<file path="src/rtl/ipi_bank_pkg.sv">
package ipi_bank_pkg;
  localparam int REG_W    = 32;
  localparam int DATA_W   = 64;
  localparam int ADDR_W   = 8;
  localparam int MB_WORDS = 4;
  localparam int MB_IDX_W = $clog2(MB_WORDS);

  localparam logic [ADDR_W-1:0] OFF_STATUS = 8'h00;
  localparam logic [ADDR_W-1:0] OFF_ENABLE = 8'h04;
  localparam logic [ADDR_W-1:0] OFF_SET    = 8'h08;
  localparam logic [ADDR_W-1:0] OFF_CLEAR  = 8'h0C;
  localparam logic [ADDR_W-1:0] OFF_MBOX   = 8'h20;
  localparam int               MB_STRIDE  = 8;

  typedef enum logic [1:0] {
    SEL_NONE,
    SEL_STATUS,
    SEL_ENABLE,
    SEL_MBOX
  } rdSel_e;

  typedef struct packed {
    logic                enWr;
    logic                setWr;
    logic                clrWr;
    logic [MB_WORDS-1:0] mbWr;
    rdSel_e              rdSel;
    logic [MB_IDX_W-1:0] mbIdx;
  } strobes_t;
endpackage

</file>
<file path="src/rtl/ipi_bank_ctrl.sv">
module ipi_bank_ctrl
  import ipi_bank_pkg::*;
(
  input  logic              clk,
  input  logic              rstN,
  input  logic [ADDR_W-1:0] busAddr,
  input  logic              busWrEn,
  output strobes_t          strb
);
  always_comb begin
    strb       = '0;
    strb.rdSel = SEL_NONE;
    strb.enWr  = busWrEn && (busAddr == OFF_ENABLE);
    strb.setWr = busWrEn && (busAddr == OFF_SET);
    strb.clrWr = busWrEn && (busAddr == OFF_CLEAR);
    if (busAddr == OFF_STATUS) strb.rdSel = SEL_STATUS;
    if (busAddr == OFF_ENABLE) strb.rdSel = SEL_ENABLE;
    for (int k = 0; k < MB_WORDS; k++) begin
      if (busAddr == ADDR_W'(int'(OFF_MBOX) + k * MB_STRIDE)) begin
        strb.rdSel   = SEL_MBOX;
        strb.mbIdx   = MB_IDX_W'(k);
        strb.mbWr[k] = busWrEn;
      end
    end
  end

  // a bus write reaches at most one register
  a_r9_one_target: assert property (@(posedge clk) disable iff (!rstN)
    $onehot0({strb.enWr, strb.setWr, strb.clrWr, strb.mbWr}));
endmodule

</file>
<file path="src/rtl/ipi_bank_dp.sv">
module ipi_bank_dp
  import ipi_bank_pkg::*;
(
  input  logic              clk,
  input  logic              rstN,
  input  strobes_t          strb,
  input  logic [DATA_W-1:0] busWrData,
  input  logic              fabSetValid,
  input  logic [REG_W-1:0]  fabSetData,
  output logic [DATA_W-1:0] busRdData,
  output logic              irqOut
);
  logic [REG_W-1:0]  status;
  logic [REG_W-1:0]  enable;
  logic [REG_W-1:0]  setMask;
  logic [REG_W-1:0]  clrMask;
  logic [DATA_W-1:0] mbox [MB_WORDS];

  assign setMask = (strb.setWr ? busWrData[REG_W-1:0] : '0)
                 | (fabSetValid ? fabSetData : '0);
  assign clrMask = strb.clrWr ? busWrData[REG_W-1:0] : '0;

  always_ff @(posedge clk) begin
    if (!rstN) begin
      status <= '0;
      enable <= '0;
    end else begin
      status <= (status & ~clrMask) | setMask;
      if (strb.enWr) enable <= busWrData[REG_W-1:0];
    end
  end

  for (genvar k = 0; k < MB_WORDS; k++) begin : gMbox
    always_ff @(posedge clk) begin
      if (!rstN)              mbox[k] <= '0;
      else if (strb.mbWr[k])  mbox[k] <= busWrData;
    end
    // a mailbox word only changes when it is addressed
    a_r8_mbox_hold: assert property (@(posedge clk) disable iff (!rstN)
      !strb.mbWr[k] |=> $stable(mbox[k]));
  end

  always_comb begin
    unique case (strb.rdSel)
      SEL_STATUS: busRdData = {{(DATA_W-REG_W){1'b0}}, status};
      SEL_ENABLE: busRdData = {{(DATA_W-REG_W){1'b0}}, enable};
      SEL_MBOX:   busRdData = mbox[strb.mbIdx];
      default:    busRdData = '0;
    endcase
  end

  assign irqOut = |(status & enable);

  // every raised bit is pending after the edge, clear or not
  a_r6_set_wins: assert property (@(posedge clk) disable iff (!rstN)
    (setMask != '0) |=> ((status & $past(setMask)) == $past(setMask)));
  // a cleared bit with no concurrent set is gone after the edge
  a_r5_clear_drops: assert property (@(posedge clk) disable iff (!rstN)
    ((clrMask & ~setMask) != '0) |=> ((status & $past(clrMask & ~setMask)) == '0));
  // pending bits never appear without a set
  a_r10_no_spurious: assert property (@(posedge clk) disable iff (!rstN)
    1'b1 |=> ((status & ~$past(status) & ~$past(setMask)) == '0));
  // the interrupt rises only after a set or an enable write
  a_r7_irq_cause: assert property (@(posedge clk) disable iff (!rstN)
    $rose(irqOut) |-> $past((setMask != '0) || strb.enWr));
endmodule

</file>
<file path="src/rtl/ipi_bank.sv">
module ipi_bank
  import ipi_bank_pkg::*;
(
  input  logic              clk,
  input  logic              rstN,
  input  logic [ADDR_W-1:0] busAddr,
  input  logic [DATA_W-1:0] busWrData,
  input  logic              busWrEn,
  output logic [DATA_W-1:0] busRdData,
  input  logic              fabSetValid,
  input  logic [REG_W-1:0]  fabSetData,
  output logic              irqOut
);
  strobes_t strb;

  ipi_bank_ctrl uCtrl (
    .clk     (clk),
    .rstN    (rstN),
    .busAddr (busAddr),
    .busWrEn (busWrEn),
    .strb    (strb)
  );

  ipi_bank_dp uDp (
    .clk         (clk),
    .rstN        (rstN),
    .strb        (strb),
    .busWrData   (busWrData),
    .fabSetValid (fabSetValid),
    .fabSetData  (fabSetData),
    .busRdData   (busRdData),
    .irqOut      (irqOut)
  );
endmodule

</file>
<file path="config.mk">
export PLATFORM = sky130hd
export DESIGN_NAME = ipi_bank
export DESIGN_NICKNAME = d
export VERILOG_FILES = /design/src/rtl/ipi_bank_pkg.sv /design/src/rtl/ipi_bank_ctrl.sv /design/src/rtl/ipi_bank_dp.sv /design/src/rtl/ipi_bank.sv
export SDC_FILE = /design/constraint.sdc
export NUM_CORES = 1
export LEC_CHECK = 0
export BUFFER_PORTS_ARGS = -buffer_cell sky130_fd_sc_hd__buf_2
export CORE_ASPECT_RATIO = 1.25
export CORE_MARGIN = 2
export CORE_UTILIZATION = 30
export CTS_CLUSTER_DIAMETER = 80
export DETAILED_ROUTE_END_ITERATION = 16
export SETUP_SLACK_MARGIN = 0.4
export SLEW_MARGIN = 20
export SYNTH_ARGS = -nofsm -noshare
export SYNTH_HDL_FRONTEND = slang
export SYNTH_SLANG_ARGS = --single-unit
export TNS_END_PERCENT = 100
</file>
<file path="constraint.sdc">
create_clock -name clk -period 9.4 [get_ports clk]
set_clock_uncertainty 0.15 [all_clocks]
set_input_delay 0 -clock clk [delete_from_list [all_inputs] [get_ports clk]]
set_output_delay 0 -clock clk [all_outputs]
set_load 0.01 [all_outputs]
</file>
# After elaboration in Yosys (flattened, before gate mapping)
# Memories as Yosys holds them, arrays and structs flattened.
# Index checks and enable logic that the tools add are counted.
[word_totals] ff_bits=64 latchBits=0 mem_bits_rw=256 romBits=0 inputBits=108 output_inout_bits=65 elab_cells=57 n_memories=1
[classes] add_sub_neg=0 mul=0 div=0 order_cmp=0 eq_ne=10 n_shift=0 muxes=30 bitwise_logic=9 reduce_logical=5
[memory_table] memory="uDp.mbox" words=4 width=64 read_ports=1 rd_clocked_by_memory_dff=0 write_ports=4 line_no="ipi_bank_dp.sv:17" text="logic [DATA_W-1:0] mbox [MB_WORDS];"
[ops] cell="two-way mux 64 bit" n=4
[ops] cell="case mux 64 bit (3 select lines)" n=1
[ops] cell="two-way mux 32 bit" n=3
[ops] cell="AND 32 bit" n=2
[ops] cell="OR 32 bit" n=2
[ops] cell="equality test 8 x 6 -> 1 bit (second input constant)" n=4
[ops] cell="inverter 32 bit" n=1
[ops] cell="OR reduction 32 bit" n=1
[ops] cell="two-way mux 1 bit" n=17
[ops] cell="equality test 8 x 4 -> 1 bit (second input constant)" n=2
[ops] cell="two-way mux 4 bit" n=3
[ops] cell="equality test 8 x 3 -> 1 bit (second input constant)" n=1
[ops] cell="logical NOT 8 bit" n=1
[ops] cell="two-way mux 5 bit" n=1
[ops] cell="equality test 2 bit (second input constant)" n=2
[ops] cell="OR 1 bit" n=4
[ops] cell="logical AND 1 bit" n=3
[ops] cell="equality test 2 x 1 -> 1 bit (second input constant)" n=1
[ops] cell="two-way mux 2 bit" n=1

# Depth between registers and ports, before layout
# Gate-level depths: netlist of run 1.
[logic_depth] word_depth=9 depth_mapped=7 depth_no_buf=3

# Cells and area by module
# A second synthesis of run 1 with hierarchy kept.
[unflattened] cells_unflattened=1121 area_unflattened_um2=14866.8
[by_module_without_submodules] mod="ipi_bank_dp" instances=1 cells_per_inst=1097 area_each_um2=14691.6 seq_area_each_um2=8968.6
[by_module_without_submodules] mod="ipi_bank_ctrl" instances=1 cells_per_inst=24 area_each_um2=175.2 seq_area_each_um2=0.0

# Worst setup path before layout of run 1
# Ideal clock, no wire load.
[synth_timing] path_type="input-to-reg" startpoint="input busAddr[2]" endpoint="memory uDp.mbox[1][0] (enable)" setup_time_ns=0.581 t_arrival_ns=5.773 required_time_ns=8.669 setup_slack_ns=2.896 stages=5 path_buffers=2 cell_sequence="buf_2 > or3_1 > or2_1 > clkbuf_1 > o31ai_1"
[synth_lines] element="start, declared" line_no="ipi_bank.sv:6" text="input logic [ADDR_W-1:0] busAddr,"
[synth_lines] element="end, declared" line_no="ipi_bank_dp.sv:17"

# Final worst setup path of run 1
[layout_timing] startpoint="input busAddr[3]" endpoint="output busRdData[37]"
[layout_via] elab_chain_cells=9 word_cells_on_any_way=17 cone_classes="8 x eq/ne; 7 x mux; 1 x reduce/logical; 1 x memory"
[layout_rtl] element="logical NOT 8 bit" line_no="ipi_bank_ctrl.sv:16" text="if (busAddr == OFF_STATUS) strb.rdSel = SEL_STATUS;"
[layout_rtl] element="two-way mux 1 bit" line_no="ipi_bank_ctrl.sv:16"
[layout_rtl] element="two-way mux 2 bit" line_no="ipi_bank_ctrl.sv:17" text="if (busAddr == OFF_ENABLE) strb.rdSel = SEL_ENABLE;"
[layout_rtl] element="two-way mux 5 bit" line_no="ipi_bank_ctrl.sv:19" text="if (busAddr == ADDR_W'(int'(OFF_MBOX) + k * MB_STRIDE)) begin"
[layout_rtl] element="two-way mux 4 bit (2 in series)" line_no="ipi_bank_ctrl.sv:19"
[layout_rtl] element="two-way mux 4 bit (*)" line_no="ipi_bank_ctrl.sv:19"
[layout_rtl] element="equality test 2 bit or equality test 2 x 1 -> 1 bit (tied branches)" line_no="ipi_bank_dp.sv:44" text="unique case (strb.rdSel)"
[layout_rtl] element="case mux 64 bit (3 select lines) (*)" line_no="ipi_bank_dp.sv:44"
[layout_rtl] element="end, declared" line_no="ipi_bank.sv:9" text="output logic [DATA_W-1:0] busRdData,"
# Mark *: on every way between the ends. The rest lies on a longest branch, timed or not.

==> flow_summary.toml, run 1 <==
[setup_path]
setup.worst_path.start = "busAddr[3]"
critPathTopFamily = "buffers and inverters"
end_kind = "output pin"
cp_data_required_time_ns = 9.25
kind_of_start_point_of_the_critical_path = "input pin"
cpPeakStageDelay_ns = 0.67
crit_path_end = "busRdData[37]"
crit_path_frequent_cell = "buf_2"
slowest_stage = "buf_4"
critical_path_peak_fanout = 47
crit_cells = 6
cp_data_arrival_time_ns = 2.69
worst-setup-path-type = "in -> out"
rr_endpoint = "uDp.status[9]"
worst_r2r_startpoint = "uDp.status[9]"
timing.critical_path.buf_inv = 4
worstRegToRegCells = 3
setup.reg_to_reg.worst_slack_ns = 7.93
cp_cell_sequence = "buf_2 -> buf_4 -> inv_1 -> o311ai_0 -> a31oi_1 -> buf_2"

[finish]
fin_cells = 2213
num-fill-cells = 4926
proportion_of_layout_cells_with_a_drive_suffix_above_1 = 0.219
multi_input_comb_area_um2 = 5790
post_route_standard_cell_area_excluding_fillers_um2 = 19500
sequential_cell_area_um2 = 8970
final_core_util = 0.384
fin_nets = 1635
area_delta_synth_final_pct = 26.3

[sta]
maxSlewViolCount = 0
finalSetupTns_ns = 0
setup_viol = 0
grt_setup_unrepaired = "no"
final_critical_path_share_of_the_clock_period = 0.302
min_period_ns = 2.84
worst_slew_margin_rel = 0.316
holdWs_ns = -0.0117
clock.fmax_mhz = 352
worst_pin_slew_ns = 1.02
final_hold_viol_count = 1

[power]
share_seq_of_total_power = 0.492
vdd.ir_drop.worst_v = 0.0000960
power.static_leakage_nw = 6.63
switchingPower_w = 0.000783
p_int_w = 0.00251
clockPowerShare = 0.425
post-layout-total-power_w = 0.00329
power_switching_share = 0.238
share_of_total_power_in_combinational_logic = 0.083
powerDensity_nw_per_um2 = 169

[route]
antenna_violating_nets_post_route = 0
drc = 0
wl_um = 50200
drt-wirelength-per-cell_um = 22.7
dr.first_iter.drc_count = 1012
vias = 12100
dr.pass1.iters = 5
vias_per_cell = 5.47

[grt]
vias_in_the_first_global_route = 12200
grt_pass1_wl_um = 75400
overflow = 0
antenna_found_initial = 9
largest_net_degree_at_the_start_of_global_routing = 66
gr-usage-all-layers = 0.187

[clock_tree]
clock_latency_ns = 0.53
cts_tree = "built"
cts_made_buffers = 36
htree_levels = 2
cts_clock_pin_slew_for_the_worst_setup_and_hold_paths_ns = 0.06
clkSinkCount = 320
ctsResizeCount = 0
cts_root_buf = "clkbuf_16"
clk_path_buf_depth = 3

[floorplan]
core-area_um2 = 50600
initial_utilization = 0.304
fp.dieH_um = 257
ios = 173
rows = 92
die_w_um = 207
die-area_um2 = 53200

[yosys]
largest_family_of_logic_cells_by_synthesized_area = "simple AND/OR/NAND/NOR gates"
synth_simple_gate_area_share = 0.171
synth.yosys.seq_area_share = 0.582
synth.top_cells.by_area = "edfxtp_1 (50%), dfxtp_1 (8.3%), and2_1 (7.8%), mux4_2 (4.7%), o31ai_1 (3.2%)"
xor_xnor_portion_of_the_synthesized_cell_area = 0
synth.mux.area_fraction = 0.0701
ys.flop_type = "edfxtp_1"
syn-num-nets = 1383
synth.avg_cell_area_um2 = 12.1
post_synth_inst_count = 1275
synth.cell_area_um2 = 15400
synth_top_cell_area_share = 0.499
async_flop_share = 0
total_number_of_yosys_warnings = 0
yosys.area_share.adder = 0
synth_enable_flop_cells = 256
synth_top_area_cell = "edfxtp_1"
yosysUniqueCellTypes = 36
ys_seq_elements = 320
synth_compound_gate_area_share = 0.129

[placed_design]
place_congestion = 0.776
placed_area_um2 = 16800
placement.io_buffers = 172
hpwlAfterDp_um = 29900
dpl.cell_count = 1996

[job]
maxCapViolCount = 0

[worst_hold_path]
hp-class = "in -> reg"

[status]
violations = "negative hold slack"
run_status = "complete, but fails checks"
registers in the layout, summed over array words and instances (netlist names):
signal,count
uDp.enable,32
uDp.mbox,256
uDp.status,32
kinds of logic (layout without fill, tap and decap cells):
logic type,count (synthesis),after routing
AOI/OAI and AO/OA,276,276
and+or+nand+nor,441,441
DFF,320,320
buffers and inverters,174,453
muxes,64,64
other,0,1
cell usage in the layout, fill, tap and decap left out, types with 30 or more instances in the layout:
| cell | n |
|---|---|
| a21oi_1 | 32 |
| a22oi_1 | 48 |
| a31oi_1 | 64 |
| and2_1 | 192 |
| buf_2 | 171 |
| buf_4 | 30 |
| clkbuf_16 | 37 |
| dfxtp_1 | 64 |
| dlygate4sd3_1 | 151 |
| edfxtp_1 | 256 |
| inv_1 | 33 |
| mux2_2 | 32 |
| mux4_2 | 32 |
| nand2_1 | 66 |
| nand4_1 | 68 |
| nor3_1 | 64 |
| o2bb2ai_1 | 32 |
| o311ai_0 | 32 |
| o31ai_1 | 64 |
| or4_1 | 33 |
cells in the mapped netlist, types with 2 or more instances:
| cell type | count |
|---|---|
| nor4_4 | 4 |
| nand4_1 | 68 |
| or4_1 | 34 |
| inv_1 | 34 |
| buf_6 | 10 |
| nor4_1 | 2 |
| clkbuf_1 | 108 |
| nand2_1 | 66 |
| mux2_2 | 32 |
| and2_1 | 192 |
| nor3_1 | 64 |
| buf_1 | 8 |
| mux4_2 | 32 |
| o21ai_0 | 2 |
| a31oi_1 | 64 |
| o2bb2ai_1 | 32 |
| o311ai_0 | 32 |
| edfxtp_1 | 256 |
| a22oi_1 | 48 |
| o31ai_1 | 66 |
| buf_2 | 12 |
| a21oi_1 | 32 |
| dfxtp_1 | 64 |
layer usage:
layer / GRT usage / up-vias / share of wire
met3: 0.0361 / 95 / 0.074
met5: 0 / - / 0.0019
met2: 0.313 / 511 / 0.49
met1: 0.241 / 6015 / 0.41
met4: 0.0597 / 14 / 0.027
li1: - / 5461 / -
tightest hold or removal path, stage by stage:
cell,delay (ns)
buf_2,0.31
nand2_1,0.21
a31oi_1,0.09
cell type report:
class	count	area share
inverter	36	0.00694
clock buffer	48	0.0528
multi-input combinational	781	0.297
antenna	1	0.000129
tap	658	0.0423
clock inverter	17	0.00662
timing repair buffer	352	0.133
sequential	320	0.461
power groups by stage:
stage	sequential, W	clock, W	combinational, W
floorplan	0.00164	0	0.000133
global placement	0.00164	0	0.000223
detailed placement	0.00165	0	0.000227
CTS	0.00162	0.00142	0.000276
global route	0.00162	0.00147	0.000296
finish	0.00162	0.00140	0.000274
metrics by stage:
stage                     worst slack [ns]  hold WS [ns]
after floorplan                       2.90       0.00430
after global placement                6.19         0.130
after detailed placement              6.18         0.138
after CTS                             6.56      0.000755
after global routing                  6.39        0.0301
final                                 6.56       -0.0117
how the worst min path moves through the flow:
stage	startpoint	end	slack, ns	cells past startpoint
detailed placement	fabSetData[9]	uDp.status[9]	0.14	3
global placement	fabSetData[5]	uDp.status[5]	0.13	3
finish	fabSetValid	uDp.status[7]	-0.01	3
CTS	fabSetValid	uDp.status[7]	0.0008	3
global route	busWrEn	uDp.enable[2]	0.03	3
floorplan	busWrData[0]	uDp.enable[0]	0.004	2
what timing repair did:
action,4_1_cts,5_1_grt
buffers inserted,0,0
hold buffers,151,0
endpoints found under the hold margin,338,0
Power figures use the tool's default switching activity.
==> inputs of run 2 (changes only) <==
- ABC_AREA: unset -> 1
- clock period: 9.4 -> 2.9 ns (I/O delays scaled with it)
==> run 2 against run 1 <==
The run now ends clean. Sequential power rose to 3.2 times the previous value. Design area rose by 4.7%. Non-clock buffer count rose by 9. Core utilization rose by 0.16 points. Largest cell class unchanged. Largest power group unchanged.
==> flow_summary.toml, run 2 <==
[route]
vias = 13900
dr.first_iter.drc_count = 784
drt-wirelength-per-cell_um = 16.8
vias_per_cell = 4.71
antenna_violating_nets_post_route = 0
wl_um = 49500
drc = 0
dr.pass1.iters = 5

[clock_tree]
clkSinkCount = 320
clk_path_buf_depth = 3
cts_made_buffers = 36
cts.repair_timing.setup_buffer_count = 0
cts_root_buf = "clkbuf_16"
htree_levels = 2
cts_tree = "built"
cts_clock_pin_slew_for_the_worst_setup_and_hold_paths_ns = 0.06
clock_latency_ns = 0.53

[setup_path]
rr_endpoint = "uDp.status[2]"
cpPeakStageDelay_ns = 0.58
critPathTopFamily = "buffers and inverters"
slowest_stage = "dlygate4sd3_1"
cp_data_arrival_time_ns = 2.62
setup.worst_path.start = "busAddr[6]"
worst-setup-path-type = "in -> reg"
kind_of_start_point_of_the_critical_path = "input pin"
critical_path_peak_fanout = 37
timing.critical_path.buf_inv = 6
cp_cell_sequence = "buf_2 -> inv_2 -> nand2_2 -> nor2_4 -> buf_4 -> nand3_1 -> buf_4 -> o21ai_0 -> dlygate4sd3_1 -> a21oi_1 -> dlygate4sd3_1 -> nor2_1"
end_kind = "flop"
worstRegToRegCells = 3
cp_data_required_time_ns = 3.21
worst_r2r_startpoint = "uDp.status[2]"
setup.reg_to_reg.worst_slack_ns = 1.51

[grt]
vias_in_the_first_global_route = 14000
use_met2 = 0.312
globalRouteMet1Util = 0.228
overflow = 0
largest_net_degree_at_the_start_of_global_routing = 72
globalRoute.busiestLayer = "met2"
gr-usage-all-layers = 0.178
antenna_found_initial = 0
met3_track_demand_over_resource = 0.0210
grt_pass1_wl_um = 77100

[finish]
regMostFlops = "uDp.mbox"
largest_register_ffs = 256
final_core_util = 0.386
layout_commonest_cell = "nand2_1"
fin_nets = 2365
largestRegisters = "uDp.mbox (256), uDp.enable (32), uDp.status (32)"
layout.cells.most_common_list = "nand2_1 (429), inv_1 (356), nor2_1 (301), edfxtp_1 (256), nand3_1 (216)"
num-fill-cells = 5289
sequential_cell_area_um2 = 8970
antenna-diode-count = 0
proportion_of_layout_cells_with_a_drive_suffix_above_1 = 0.137
area_delta_synth_final_pct = 27.0
multi_input_comb_area_um2 = 5250

[sta]
finalSetupTns_ns = 0
setup_viol = 0
maxSlewViolCount = 0
min_period_ns = 2.31
worst_slew_margin_rel = 0.360
final_hold_viol_count = 0
final_critical_path_share_of_the_clock_period = 0.798
worst_pin_slew_ns = 0.961
grt_setup_unrepaired = "no"
clock.fmax_mhz = 432

[power]
vdd.ir_drop.worst_v = 0.000346
powerDensity_nw_per_um2 = 521
power.static_leakage_nw = 9.62

[floorplan]
ios = 173
fp.dieH_um = 263
core-area_um2 = 52800
die-area_um2 = 55400
die_w_um = 211
initial_utilization = 0.304
rows = 94

[yosys]
synth_most_common_cell = "nand2_1"
syn-num-nets = 2079
async_flop_share = 0
synth.cell_area_um2 = 16000
synth_common_cells = "nand2_1 (431), inv_1 (356), nor2_1 (302), edfxtp_1 (256), nand3_1 (218)"
post_synth_inst_count = 1971
synth_top_cell_area_share = 0.479
synth.yosys.seq_area_share = 0.559
ys_seq_elements = 320
total_number_of_yosys_warnings = 0
ys.flop_type = "edfxtp_1"
synth.top_cells.by_area = "edfxtp_1 (48%), nand2_1 (10%), inv_1 (8.3%), dfxtp_1 (8.0%), nor2_1 (7.1%)"
synth.avg_cell_area_um2 = 8.14
synth_enable_flop_cells = 256
yosysUniqueCellTypes = 26
synth_top_area_cell = "edfxtp_1"

[worst_hold_path]
worstHoldPathCells = 4
whs_endpoint = "uDp.mbox[3][25]"
hp-class = "in -> reg"
timing.hold.worst.start = "busWrEn"

[status]
run_status = "complete, no violations"

[placed_design]
hpwlAfterDp_um = 29500
place_congestion = 0.828
placement.io_buffers = 172

[job]
maxCapViolCount = 0
run 2: worst max path at each step:
stage / end / slack [ns] / cells past startpoint
after floorplan: uDp.mbox[2][0] / 0.26 / 3
after global placement: busRdData[30] / 0.80 / 13
after detailed placement: uDp.mbox[0][57] / 0.79 / 7
after CTS: uDp.status[2] / 0.70 / 12
after global routing: uDp.status[2] / 0.44 / 12
final: uDp.status[2] / 0.59 / 12
run 2: layer usage:
| layer | vias to the layer above | part of all wire |
|---|---|---|
| met1 | 6621 | 0.43 |
| li1 | 6754 | - |
| met2 | 440 | 0.49 |
| met4 | 0 | 0.025 |
| met5 | - | 0 |
| met3 | 84 | 0.051 |
run 2: repair_timing:
action / CTS / global route
hold buffers: 154 / 0
resized for setup: 0 / 0
hold endpoints to repair: 320 / 0
run 2: cells by family after synthesis:
kind of cell           after synthesis  share of synthesized area
AOI/OAI and AO/OA                  154                     0.0514
buffers and inverters              474                      0.119
DFF                                320                      0.559
and+or+nand+nor                   1023                      0.271
run 2: worst min-delay path, delay by kind of cell:
kind	cells	cell delay [ns]
simple gates	2	0.19
buf+inv	2	0.44
run 2: power breakdown:
| part | internal (W) | switching [W] | total, W |
|---|---|---|---|
| logic | 0.000362 | 0.000465 | 0.000828 |
| clock network | 0.00270 | 0.00187 | 0.00457 |
| registers | 0.00516 | 0.0000703 | 0.00523 |
| total | 0.00822 | 0.00240 | 0.0106 |
run 2: metrics by stage:
stage | setup slack, ns | power [W] | hold WS, ns | cells | area [µm²]
after floorplan | 0.257 | 0.00568 | 0.0541 | 1971 | 16100
after global placement | 0.798 | 0.00595 | 0.166 | 2737 | 17700
after detailed placement | 0.789 | 0.00596 | 0.178 | 2737 | 17700
after CTS | 0.704 | 0.0107 | 0.133 | 2954 | 20400
after global routing | 0.437 | 0.0110 | 0.168 | 2954 | 20400
final | 0.587 | 0.0106 | 0.139 | 2954 | 20400
run 2: layout make-up:
cell class | count | share of cell area
inverter | 361 | 0.0665
tap | 672 | 0.0413
clock buffer | 47 | 0.0509
clock inverter | 16 | 0.00663
multi-input combinational | 1177 | 0.258
timing repair buffer | 361 | 0.137
sequential | 320 | 0.440
==> inputs of run 3 (changes only) <==
- clock period: 2.9 -> 1.9 ns (I/O delays scaled with it)
==> run 3 against run 2 <==
Combinational power up 97%. Critical path type is now reg -> out. Sequential power grew 53%. Critical endpoint is now irqOut. Setup slack worse by 0.55 ns. Highest routed layer unchanged.
==> flow_summary.toml, run 3 (synthesized netlist as in run 2, its figures left out) <==
[setup_path]
end_kind = "output pin"
worst-setup-path-type = "reg -> out"
setup.reg_to_reg.worst_slack_ns = 0.97
cp_data_required_time_ns = 1.75
worstRegToRegCells = 3
slowest_stage = "dfxtp_2"
cpPeakStageDelay_ns = 0.33
cp_data_arrival_time_ns = 1.71
cp_cell_sequence = "nand2_2 -> nand2_2 -> a221oi_4 -> nand2_2 -> nor2_4 -> nand2_2 -> buf_6"
worst_r2r_startpoint = "uDp.enable[20]"
rr_endpoint = "uDp.enable[20]"
kind_of_start_point_of_the_critical_path = "flop"
crit_path_frequent_cell = "nand2_2"
critical_path_peak_fanout = 2

[route]
vias_per_cell = 4.88
antenna_violating_nets_post_route = 0
drc = 0
wl_um = 58900
drt-wirelength-per-cell_um = 19.3
dr.pass1.iters = 5
dr.first_iter.drc_count = 1220
vias = 14900

[sta]
min_period_ns = 1.86
maxSlewViolCount = 0
final_critical_path_share_of_the_clock_period = 0.981
worst_slew_margin_rel = 0.599
finalSetupTns_ns = 0
worst_pin_slew_ns = 0.602
final_hold_viol_count = 0
clock.fmax_mhz = 537
layout_setup_ws_ns = 0.0361
setup_viol = 0
grt_setup_unrepaired = "yes"

[worst_hold_path]
hp-class = "in -> reg"
whs_endpoint = "uDp.status[19]"
timing.hold.worst.start = "fabSetValid"
worstHoldPathCells = 5

[grt]
largest_net_degree_at_the_start_of_global_routing = 44
antenna_found_initial = 0
vias_in_the_first_global_route = 14500
overflow = 0
gr-usage-all-layers = 0.198
grt_pass1_wl_um = 83800

[finish]
regMostFlops = "uDp.mbox"
proportion_of_layout_cells_with_a_drive_suffix_above_1 = 0.353
fin_nets = 2457
layout.cells.most_common_list = "inv_1 (318), nor2_1 (294), edfxtp_1 (256), nand2_1 (216), nand2_2 (123)"
antenna-diode-count = 0
layout_commonest_cell = "inv_1"
largest_register_ffs = 256
largestRegisters = "uDp.mbox (256), uDp.enable (32), uDp.status (32)"
area_delta_synth_final_pct = 55.1

[clock_tree]
htree_levels = 2
cts_root_buf = "clkbuf_16"
clkSinkCount = 320
clk_path_buf_depth = 3
clock_latency_ns = 0.51
cts_tree = "built"
cts_clock_pin_slew_for_the_worst_setup_and_hold_paths_ns = 0.06
cts_made_buffers = 35

[floorplan]
ios = 173
core-area_um2 = 52800
die-area_um2 = 55400
die_w_um = 211
rows = 94
fp.dieH_um = 263
initial_utilization = 0.304

[status]
run_status = "complete, no violations"

[placed_design]
preCtsSetupSlack_ns = 0.0334
hpwlAfterDp_um = 32200
place_congestion = 0.828
placement.io_buffers = 172

[power]
post-layout-total-power_w = 0.0162
vdd.ir_drop.worst_v = 0.000581
powerDensity_nw_per_um2 = 651
power.static_leakage_nw = 11.7

[job]
maxCapViolCount = 0
## run 3: cell count changes in the layout (fill, tap and decap cells not counted), moves of 38 or more
cell	change
nand2_1	-213
inv_1	-38
nand3_1	-124
nand2_2	+118
buf_2	-66
buf_12	+48
nand3_2	+115
dlygate4sd3_1	-48
buf_6	+86
nand2_4	+87
## run 3: what timing repair did
action | in CTS | in global routing
cloned | 25 | 16
endpoints found under the setup margin | 65 | 320
pin swaps | 114 | 180
gates resized for setup | 299 | 393
endpoints found under the hold margin | 329 | 0
buffers inserted | 45 | 15
hold buffers | 107 | 0
## run 3: cell type report
cell class                      instances  area [µm²]
Clock buffer                           45         946
Clock inverter                         18         145
Fill cell                            4796       27900
Inverter                              361        1420
Multi-Input combinational cell       1177        7160
Timing Repair Buffer                  454        5410
Sequential cell                       320        8970
Tap cell                              672         841
## run 3: critical path: cells and delay by family, from the launching register on
family                 cells  cell delay (ns)
AO/OA/AOI/OAI              1             0.24
buffers and inverters      1             0.12
AND/OR/NAND/NOR            5             0.48
flip-flops                 1             0.33
## run 3: per-stage QoR
stage | hold WS [ns] | instances | util | area [µm²]
4_1_cts | 0.00101 | 3016 | 0.433 | 22900
3_5_place_dp | 0.177 | 2776 | 0.349 | 18400
2_1_floorplan | 0.0541 | 1971 | - | 16200
6_report | 0.00350 | 3047 | 0.471 | 24900
3_3_place_gp | 0.163 | 2776 | 0.349 | 18400
5_1_grt | 0.0462 | 3047 | 0.471 | 24900
## run 3: how the worst max path moves through the flow
stage	from	to	slack [ns]	depth (start not counted)
6_report	uDp.enable[20]	irqOut	0.04	7
4_1_cts	uDp.enable[20]	irqOut	0.03	7
5_1_grt	uDp.enable[20]	irqOut	-0.01	7
3_5_place_dp	busAddr[1]	busRdData[14]	0.03	13
3_3_place_gp	busAddr[7]	busRdData[30]	0.05	13
2_1_floorplan	busAddr[1]	uDp.mbox[1][0]	-0.38	7
## run 3: where the power goes
group	internal (W)	switching, W
Clock	0.00370	0.00289
Combinational	0.000723	0.000903
Sequential	0.00787	0.000116
## run 3: per-layer routing
metal,wire length [µm],track usage,vias up
met2,29900,0.353,666
met4,1930,0.0702,0
li1,-,-,6980
met3,4020,0.0336,129
met5,0,0,-
met1,23000,0.238,7105
